### config.mk
export PLATFORM = sky130hd
export DESIGN_NAME = wdog_rstgen
export DESIGN_NICKNAME = d
export VERILOG_FILES = /design/src/rtl/wdog_rstgen.sv
export SDC_FILE = /design/constraint.sdc
export NUM_CORES = 1
export LEC_CHECK = 0
export ABC_CLOCK_PERIOD_IN_PS = 2720
export BUFFER_PORTS_ARGS = -buffer_cell sky130_fd_sc_hd__buf_2
export CAP_MARGIN = 30
export CORE_MARGIN = 2
export CORE_UTILIZATION = 50
export CTS_CLUSTER_DIAMETER = 50
export DETAILED_ROUTE_END_ITERATION = 8
export GPL_ROUTABILITY_DRIVEN = 0
export PLACE_DENSITY_LB_ADDON = 0.08
export REMOVE_ABC_BUFFERS = 1
export SYNTH_ARGS = -nofsm -noshare
export SYNTH_HDL_FRONTEND = slang
export SYNTH_SLANG_ARGS = --single-unit
### constraint.sdc
create_clock -name clk -period 2.72 [get_ports clk]
set_clock_uncertainty 0.2 [all_clocks]
set_input_delay 0.136 -clock clk [delete_from_list [all_inputs] [get_ports clk]]
set_output_delay 0.136 -clock clk [all_outputs]
set_load 0.05 [all_outputs]
### src/rtl/wdog_rstgen.sv
module wdog_rstgen #(
  parameter int ADDR_W = 8,
  parameter int CNT_W = 32,
  parameter int LEN_W = 32,
  parameter logic [CNT_W-1:0] DFLT_INIT = 'h00FF_FFFF,
  parameter logic [LEN_W-1:0] PLEN_INIT = 'd50
) (
  input  logic              clk,
  input  logic              por_n,
  input  logic              hw_rst_req,
  input  logic              pcie_rst_req,
  input  logic              bus_sel,
  input  logic              bus_wr,
  input  logic [ADDR_W-1:0] bus_addr,
  input  logic [31:0]       bus_wdata,
  output logic [31:0]       bus_rdata,
  output logic              wd_expire_evt,
  output logic              chip_rst
);
  localparam logic [ADDR_W-1:0] OFS_DFLT = ADDR_W'(8'h28);
  localparam logic [ADDR_W-1:0] OFS_CTL  = ADDR_W'(8'h2C);
  localparam logic [ADDR_W-1:0] OFS_PLEN = ADDR_W'(8'h30);
  localparam logic [ADDR_W-1:0] OFS_SWR  = ADDR_W'(8'h34);
  localparam logic [ADDR_W-1:0] OFS_STAT = ADDR_W'(8'h38);
  localparam logic [31:0] GO_A   = 32'h0000_FF00;
  localparam logic [31:0] GO_B   = 32'h0000_00FF;
  localparam logic [31:0] HALT_A = 32'h0000_EE00;
  localparam logic [31:0] HALT_B = 32'h0000_00EE;

  typedef enum logic [1:0] {K_IDLE, K_GO, K_HALT} key_t;

  key_t             key;
  logic             running;
  logic [CNT_W-1:0] cnt, dflt;
  logic [LEN_W-1:0] plen, pulse_cnt;
  logic [3:0]       status;

  logic wr_any, wr_ctl, start_done, stop_done, expire, sw_req, hw_evt, pulse_req;
  logic [LEN_W-1:0] plen_eff;

  assign wr_any     = bus_sel & bus_wr;
  assign wr_ctl     = wr_any && (bus_addr == OFS_CTL);
  assign start_done = wr_ctl && (key == K_GO) && (bus_wdata == GO_B);
  assign stop_done  = wr_ctl && (key == K_HALT) && (bus_wdata == HALT_B);
  assign expire     = running && (cnt == '0);
  assign sw_req     = wr_any && (bus_addr == OFS_SWR) && bus_wdata[0];
  assign hw_evt     = expire | hw_rst_req;
  assign pulse_req  = expire | sw_req;
  assign plen_eff   = (plen == '0) ? LEN_W'(1) : plen;

  assign wd_expire_evt = expire;
  assign chip_rst      = (pulse_cnt != '0);

  always_ff @(posedge clk) begin
    if (!por_n) key <= K_IDLE;
    else if (wr_ctl) begin
      if (bus_wdata == GO_A)        key <= K_GO;
      else if (bus_wdata == HALT_A) key <= K_HALT;
      else                          key <= K_IDLE;
    end
  end

  always_ff @(posedge clk) begin
    if (!por_n) begin
      cnt     <= DFLT_INIT;
      running <= 1'b0;
    end else if (stop_done || expire) begin
      cnt     <= dflt;
      running <= 1'b0;
    end else begin
      if (start_done) running <= 1'b1;
      if (running)    cnt <= cnt - 1'b1;
    end
  end

  always_ff @(posedge clk) begin
    if (!por_n) begin
      dflt <= DFLT_INIT;
      plen <= PLEN_INIT;
    end else begin
      if (wr_any && bus_addr == OFS_DFLT) dflt <= bus_wdata[CNT_W-1:0];
      if (wr_any && bus_addr == OFS_PLEN) plen <= bus_wdata[LEN_W-1:0];
    end
  end

  always_ff @(posedge clk) begin
    if (!por_n)                     pulse_cnt <= '0;
    else if (pulse_req && !chip_rst) pulse_cnt <= plen_eff;
    else if (chip_rst)               pulse_cnt <= pulse_cnt - 1'b1;
  end

  always_ff @(posedge clk) begin
    if (!por_n)            status <= 4'b1000;
    else if (hw_evt)       status <= 4'b0100;
    else if (sw_req)       status <= 4'b0010;
    else if (pcie_rst_req) status <= 4'b0001;
  end

  always_comb begin
    case (bus_addr)
      OFS_CTL:  bus_rdata = 32'(cnt);
      OFS_DFLT: bus_rdata = 32'(dflt);
      OFS_PLEN: bus_rdata = 32'(plen);
      OFS_STAT: bus_rdata = {status, 28'b0};
      default:  bus_rdata = 32'b0;
    endcase
  end
endmodule

==> metrics.json, run 1 <==
{
  "cp.arrival": {"value": 2.30, "unit": "ns"},
  "clk_latency": {"value": 0.43, "unit": "ns"},
  "worstSetupEndpointType": {"value": "output port"},
  "count_of_pins_over_their_slew_limit": {"value": 0},
  "numCtsBuffers": {"value": 17},
  "i_o_buffers": {"value": 79},
  "cts_tree": {"value": "yes"},
  "die_height": {"value": 121.8, "unit": "um"},
  "final_nets": {"value": 1115},
  "postLayoutCellArea": {"value": 8960, "unit": "um^2"},
  "drcViolationCount": {"value": 0},
  "max_slew_margin": {"value": 52.88, "unit": "%"},
  "drt_pass1_iterations": {"value": 5},
  "hold_path_class": {"value": "input port to flop"},
  "grt_antenna_before_repair": {"value": 0},
  "h-tree-depth": {"value": 4},
  "core.rowCount": {"value": 43},
  "r2r_slack": {"value": 0.12, "unit": "ns"},
  "groute.usage.overall": {"value": 32.17, "unit": "%"},
  "maximum_clock_rate": {"value": 378.8, "unit": "MHz"},
  "ys.warnings.count": {"value": 0},
  "crit_path_max_fanout": {"value": 4},
  "criticalPathCategory": {"value": "flop to output port"},
  "synth_enable_flop_cells": {"value": 0},
  "hold_end": {"value": "pulse_cnt[3]"},
  "die_w": {"value": 121.8, "unit": "um"},
  "design.core.area": {"value": 13720, "unit": "um^2"},
  "first_global_vias": {"value": 6774},
  "post_synth_num_cell_types": {"value": 60},
  "design.die.area": {"value": 14840, "unit": "um^2"},
  "global_route_wire_length_before_repair": {"value": 36.47, "unit": "mm"},
  "run_status": {"value": "finished, final reports clean"},
  "largest_net_degree_at_the_start_of_global_routing": {"value": 68},
  "worst-r2r-cell-count": {"value": 7},
  "r2r_start": {"value": "cnt[10]"},
  "place_hpwl": {"value": 16.31, "unit": "mm"},
  "worst_hold_slack": {"value": 0.03107, "unit": "ns"},
  "post_synthesis_cells": {"value": 919},
  "synthesis.area_per_instance": {"value": 7.553, "unit": "um^2"},
  "leakage_power": {"value": 3.697, "unit": "nW"},
  "routed_wl": {"value": 23.32, "unit": "mm"},
  "holdCritStartpoint": {"value": "por_n"},
  "wl_per_cell": {"value": 18.51, "unit": "um"},
  "most_instantiated_flip_flop_cell_in_the_synthesis_netlist": {"value": "sky130_fd_sc_hd__dfxtp_1"},
  "overflow": {"value": 0},
  "fin_crit": {"value": 2.640, "unit": "ns"},
  "hold_depth": {"value": 3},
  "post-route-period-util": {"value": 97.05, "unit": "%"},
  "yosys-top-cells-area": {"value": "sky130_fd_sc_hd__dfxtp_1, sky130_fd_sc_hd__nand2_1, sky130_fd_sc_hd__nor2_1, sky130_fd_sc_hd__mux2i_1, sky130_fd_sc_hd__a21oi_1"},
  "tightest_slew": {"value": 0.7068, "unit": "ns"},
  "power_density": {"value": 789.8, "unit": "nW/um^2"},
  "detail-route-antenna-nets": {"value": 0},
  "drt-initial-drc-count": {"value": 559},
  "synthesis.area": {"value": 6942, "unit": "um^2"},
  "area_delta_synth_final": {"value": 29.07, "unit": "%"},
  "worst_ep_required_time": {"value": 2.38, "unit": "ns"},
  "timing_hold_violations_final": {"value": 0},
  "setup_repair_after_global_routing_missed_its_margin": {"value": "false"},
  "max_buffers_root_to_sink": {"value": 2},
  "clock-root-buffer": {"value": "sky130_fd_sc_hd__clkbuf_16"},
  "netlist.top_cell.by_area": {"value": "sky130_fd_sc_hd__dfxtp_1"},
  "vdd_drop_max": {"value": 0.4710, "unit": "mV"},
  "clkTransAtPathRegs": {"value": 0.06, "unit": "ns"},
  "synth_async_sr_flop_share": {"value": 0, "unit": "%"},
  "floorplan.io_pins": {"value": 80},
  "maxCapViolations": {"value": 0},
  "synth-seq-area-share": {"value": 38.93, "unit": "%"},
  "setup_viol_count_final": {"value": 0},
  "drive_gt1_share": {"value": 18.98, "unit": "%"},
  "ys_ff_latch": {"value": 135},
  "route.vias.total": {"value": 7294},
  "yosysTopAreaCellShare": {"value": 38.93, "unit": "%"},
  "reg2reg_to": {"value": "cnt[27]"},
  "num_antenna_cells": {"value": 0},
  "detail_route.vias_per_cell": {"value": 5.789},
  "cell_area_after_placement": {"value": 7890, "unit": "um^2"},
  "start_util": {"value": 50.60, "unit": "%"},
  "numClockSinks": {"value": 135},
  "worstSetupStartpointType": {"value": "flop"}
}
cell usage in the layout, fill, tap and decap left out, drive strengths merged, types with 20 or more instances in the layout:
cell           n
nor2         105
nand2        194
xor2          20
a21oi         65
o21ai         65
buf          145
xnor2         21
clkbuf        20
nor4          33
nor3          23
dlygate4sd3   35
dfxtp        135
mux2i         35
nand3         43
how the worst max path moves through the flow:
stage	from	to	slack, ns
floorplan	bus_addr[1]	plen[0]	-0.82
global placement	cnt[24]	pulse_cnt[2]	0.14
detailed placement	cnt[24]	pulse_cnt[10]	0.09
CTS	cnt[14]	wd_expire_evt	0.03
global route	pulse_cnt[0]	chip_rst	0.007
finish	cnt[10]	wd_expire_evt	0.08
power by group:
part / switching (W) / internal [W] / leakage (nW)
registers: 0.000231 / 0.00218 / 1.09
clock network: 0.000906 / 0.00177 / 0.326
logic: 0.00110 / 0.000888 / 2.28
stage by stage:
stage | total power (W) | TNS, ns | utilization (%) | instances | setup WS [ns]
after floorplan | 0.003718 | -61.62 | - | 868 | -0.8194
after global placement | 0.004342 | 0 | 57.51 | 1192 | 0.1379
after detailed placement | 0.004353 | 0 | 57.51 | 1192 | 0.08797
after CTS | 0.007066 | 0 | 65.24 | 1260 | 0.03326
after global routing | 0.007433 | 0 | 65.31 | 1260 | 0.006957
final | 0.007076 | 0 | 65.31 | 1260 | 0.08020
metal layers:
metal  routed length, um  vias to the layer above  global-route usage (%)
met5                   0                        -                       0
met4                 617                        0                   11.21
met3                1379                       41                   6.180
met2               10800                      252                   50.28
met1               10520                     3460                   44.43
li1                    -                     3541                       -
synthesized netlist by cell type (all sizes together), types with 10 or more instances:
library cell,instances
nand2,194
dfxtp,135
nor2,105
a21oi,65
o21ai,65
clkbuf,45
nand3,43
mux2i,35
nor4,33
nor3,23
xnor2,21
xor2,20
inv,14
nand4,12
or3,11
or4,10
critical path: stages, from the launching register on:
cell and delay [ns]:
sky130_fd_sc_hd__dfxtp_1 0.31, sky130_fd_sc_hd__or4_4 0.57, sky130_fd_sc_hd__nor4b_4 0.34, sky130_fd_sc_hd__buf_4 0.18, sky130_fd_sc_hd__and4_1 0.24, sky130_fd_sc_hd__buf_4 0.22
cells by family (layout without fill, tap and decap cells):
logic type      Yosys count  after routing  synth area share [%]
fa+ha+maj                 2              2                0.3604
simple gates            468            468                 31.90
compound gates          173            173                 14.92
flops                   135            135                 38.93
buf+inv                  65            226                 3.659
xor+xnor                 41             41                 5.173
mux                      35             35                 5.047
layout make-up:
class	instances	area [um^2]
fill	1213	4760
multi-input combinational	719	4024
sequential	135	2704
timing repair buffer	180	1275
clock buffer	20	456.7
tap	180	225.2
clock inverter	12	222.7
inverter	14	52.55
sequential cells by signal, summed over array words and instances, names as in the netlist:
signal     cells
key            2
dflt          32
cnt           32
running        1
plen          32
status         4
pulse_cnt     32
repair_timing:
| action | in CTS | in global routing |
|---|---|---|
| hold endpoints to repair | 70 | 0 |
| gates resized for setup | 7 | 3 |
| buffers inserted | 1 | 0 |
| endpoints found under the setup margin | 2 | 9 |
| hold buffers | 35 | 0 |
| pin swaps | 1 | 1 |
No activity file was read; power rests on OpenSTA's default activity.
==> run 2, diff against run 1 <==
--- a/config.mk
+++ b/config.mk
@@ -8,6 +8,7 @@
 export ABC_CLOCK_PERIOD_IN_PS = 2720
 export BUFFER_PORTS_ARGS = -buffer_cell sky130_fd_sc_hd__buf_2
 export CAP_MARGIN = 30
+export CORE_ASPECT_RATIO = 1.1
 export CORE_MARGIN = 2
 export CORE_UTILIZATION = 50
 export CTS_CLUSTER_DIAMETER = 50
==> run 2 against run 1 <==
Against the previous run:
- maximum frequency grew 1.4%
- cell area shrank 1.2%
- core utilization shrank 0.63 points
- clock power shrank 13%
- non-clock buffer count shrank 2
- sequential power is essentially flat
- global-route usage shrank 0.079 points
- via count grew 0.25%
- register-to-register slack is essentially flat
==> metrics.json, run 2 (synthesized netlist as in run 1, its figures left out) <==
{
  "power.switching_fraction": {"value": 33.29, "unit": "%"},
  "numClockSinks": {"value": 135},
  "die_height": {"value": 127.6, "unit": "um"},
  "detail_route.vias_per_cell": {"value": 5.771},
  "pwr-share-clk": {"value": 34.1, "unit": "%"},
  "fin_crit": {"value": 2.602, "unit": "ns"},
  "fin_cells": {"value": 1267},
  "setup_slack": {"value": 0.1175, "unit": "ns"},
  "vdd_drop_max": {"value": 0.4433, "unit": "mV"},
  "pwr-share-comb": {"value": 30.5, "unit": "%"},
  "overflow": {"value": 0},
  "design.core.area": {"value": 13680, "unit": "um^2"},
  "detailroute.wirelength.met2": {"value": 11.13, "unit": "mm"},
  "floorplan.io_pins": {"value": 80},
  "core.rowCount": {"value": 45},
  "r2r_start": {"value": "cnt[14]"},
  "worstSetupStartpointType": {"value": "flop"},
  "worstSetupEndpointType": {"value": "flop"},
  "worstSetupStartpoint": {"value": "cnt[14]"},
  "worstSetupEndpoint": {"value": "status[1]"},
  "cell_area_after_placement": {"value": 7865, "unit": "um^2"},
  "maximum_clock_rate": {"value": 384.3, "unit": "MHz"},
  "max_slew_margin": {"value": 60.87, "unit": "%"},
  "reg2reg_to": {"value": "status[1]"},
  "h-tree-depth": {"value": 4},
  "grt_antenna_before_repair": {"value": 1},
  "largest_net_degree_at_the_start_of_global_routing": {"value": 44},
  "start_util": {"value": 50.74, "unit": "%"},
  "cpMaxStageDelayCell": {"value": "sky130_fd_sc_hd__or4_1"},
  "crit_path_max_fanout": {"value": 4},
  "criticalPathCategory": {"value": "flop to flop"},
  "route.vias.total": {"value": 7312},
  "hold_path_class": {"value": "input port to flop"},
  "power_density": {"value": 767.8, "unit": "nW/um^2"},
  "area_delta_synth_final": {"value": 27.47, "unit": "%"},
  "drt_pass1_iterations": {"value": 6},
  "most_frequent_cells_in_the_layout": {"value": "sky130_fd_sc_hd__nand2_1, sky130_fd_sc_hd__dfxtp_1, sky130_fd_sc_hd__nor2_1, sky130_fd_sc_hd__buf_2, sky130_fd_sc_hd__a21oi_1"},
  "drt-initial-drc-count": {"value": 693},
  "final_nets": {"value": 1113},
  "timing_hold_violations_final": {"value": 0},
  "numCtsBuffers": {"value": 17},
  "r2r_slack": {"value": 0.12, "unit": "ns"},
  "cts_tree": {"value": "yes"},
  "postLayoutCellArea": {"value": 8848, "unit": "um^2"},
  "global_route_wire_length_before_repair": {"value": 36.38, "unit": "mm"},
  "clk_latency": {"value": 0.42, "unit": "ns"},
  "place_hpwl": {"value": 16.00, "unit": "mm"},
  "share_seq_of_total_power": {"value": 35.3, "unit": "%"},
  "die_w": {"value": 116.3, "unit": "um"},
  "run_status": {"value": "finished, final reports clean"},
  "post-route-period-util": {"value": 95.68, "unit": "%"},
  "leakage_power": {"value": 3.643, "unit": "nW"},
  "dpl_worst_slack": {"value": 0.09440, "unit": "ns"},
  "internal_power": {"value": 0.004532, "unit": "W"},
  "layout.cells.most_common": {"value": "sky130_fd_sc_hd__nand2_1"},
  "drt-met1-wl": {"value": 10.06, "unit": "mm"},
  "max_buffers_root_to_sink": {"value": 2},
  "count_of_pins_over_their_slew_limit": {"value": 0},
  "cp.arrival": {"value": 2.70, "unit": "ns"},
  "design.die.area": {"value": 14840, "unit": "um^2"},
  "wl_per_cell": {"value": 18.46, "unit": "um"},
  "clkTransAtPathRegs": {"value": 0.06, "unit": "ns"},
  "i_o_buffers": {"value": 79},
  "routed_wl": {"value": 23.38, "unit": "mm"},
  "clock-root-buffer": {"value": "sky130_fd_sc_hd__clkbuf_16"},
  "setup_viol_count_final": {"value": 0},
  "drcViolationCount": {"value": 0},
  "critPathMaxStageDelay": {"value": 0.59, "unit": "ns"},
  "detail-route-antenna-nets": {"value": 0},
  "crit_path_cell_trace": {"value": "or4_1 > nor4b_4 > buf_4 > and4_2 > nor4_1 > dlygate4sd3_1"},
  "worst_ep_required_time": {"value": 2.82, "unit": "ns"},
  "switching_power": {"value": 0.002262, "unit": "W"},
  "tightest_slew": {"value": 0.5815, "unit": "ns"},
  "first_global_vias": {"value": 6890},
  "drive_gt1_share": {"value": 18.27, "unit": "%"},
  "maxCapViolations": {"value": 0},
  "routed.top_layer": {"value": "met4"},
  "dp.cells": {"value": 1197},
  "fin_util": {"value": 64.67, "unit": "%"},
  "worst-r2r-cell-count": {"value": 6},
  "met3_length": {"value": 1.580, "unit": "mm"},
  "groute.usage.overall": {"value": 32.09, "unit": "%"},
  "fillerInstances": {"value": 1252}
}
## run 2: cell types whose count changed in the layout (fill, tap and decap cells not counted), moves of 2 or more
cell	change
sky130_fd_sc_hd__buf_4	-3
sky130_fd_sc_hd__clkinv_4	-2
sky130_fd_sc_hd__bufinv_16	-3
sky130_fd_sc_hd__clkbuf_1	+3
sky130_fd_sc_hd__clkinv_2	+4
## run 2: worst min path at each step
stage                              from         to  depth (start not counted)
after CTS                   bus_addr[2]     key[0]                          5
after global routing             bus_wr   plen[10]                          5
after floorplan                   por_n     cnt[1]                          1
after global placement       hw_rst_req  status[0]                          2
after detailed placement  bus_wdata[19]   dflt[19]                          3
final                            bus_wr    plen[0]                          5
## run 2: cell type report
class	instances	area, um^2	area share [%]
tap	188	235.2	2.658
inverter	14	52.55	0.5939
sequential	135	2703	30.54
multi-input combinational	719	4024	45.48
clock inverter	10	127.6	1.442
antenna	1	2.502	0.02828
timing repair buffer	178	1250	14.13
clock buffer	22	454.2	5.133
## run 2: per-stage QoR
stage	total power, W	hold slack, ns	TNS (ns)
after detailed placement	0.004401	0.1908	0
after floorplan	0.003718	0.007832	-61.62
final	0.006794	0.1567	0
after global placement	0.004392	0.1875	0
after global routing	0.007128	0.1615	-0.02473
after CTS	0.006765	0.1308	0
## run 2: what timing repair did
| action | in CTS | in global routing |
|---|---|---|
| endpoints found under the setup margin | 1 | 37 |
| pin swaps | 1 | 1 |
| setup buffers | 1 | 0 |
| hold buffers | 36 | 0 |
| hold endpoints to repair | 77 | 0 |
| resized for setup | 2 | 6 |
## run 2: worst max-delay path, delay by kind of cell, from the launching register on
family	cells	cell delay, ns
flip-flops	1	0.33
AND/OR/NAND/NOR	4	1.19
buffers and inverters	2	0.76
## run 2: per-layer routing
layer	vias to the layer above	track usage [%]
li1	3530	-
met1	3464	42.00
met2	278	51.92
met3	40	6.641
met4	0	12.11
met5	-	0
## run 2: power groups by stage
stage / clock network, W / logic, W / registers (W)
global placement: 0 / 0.00197 / 0.00242
detailed placement: 0 / 0.00198 / 0.00242
global route: 0.00243 / 0.00227 / 0.00243
CTS: 0.00234 / 0.00204 / 0.00239
finish: 0.00232 / 0.00207 / 0.00240
floorplan: 0 / 0.00133 / 0.00239
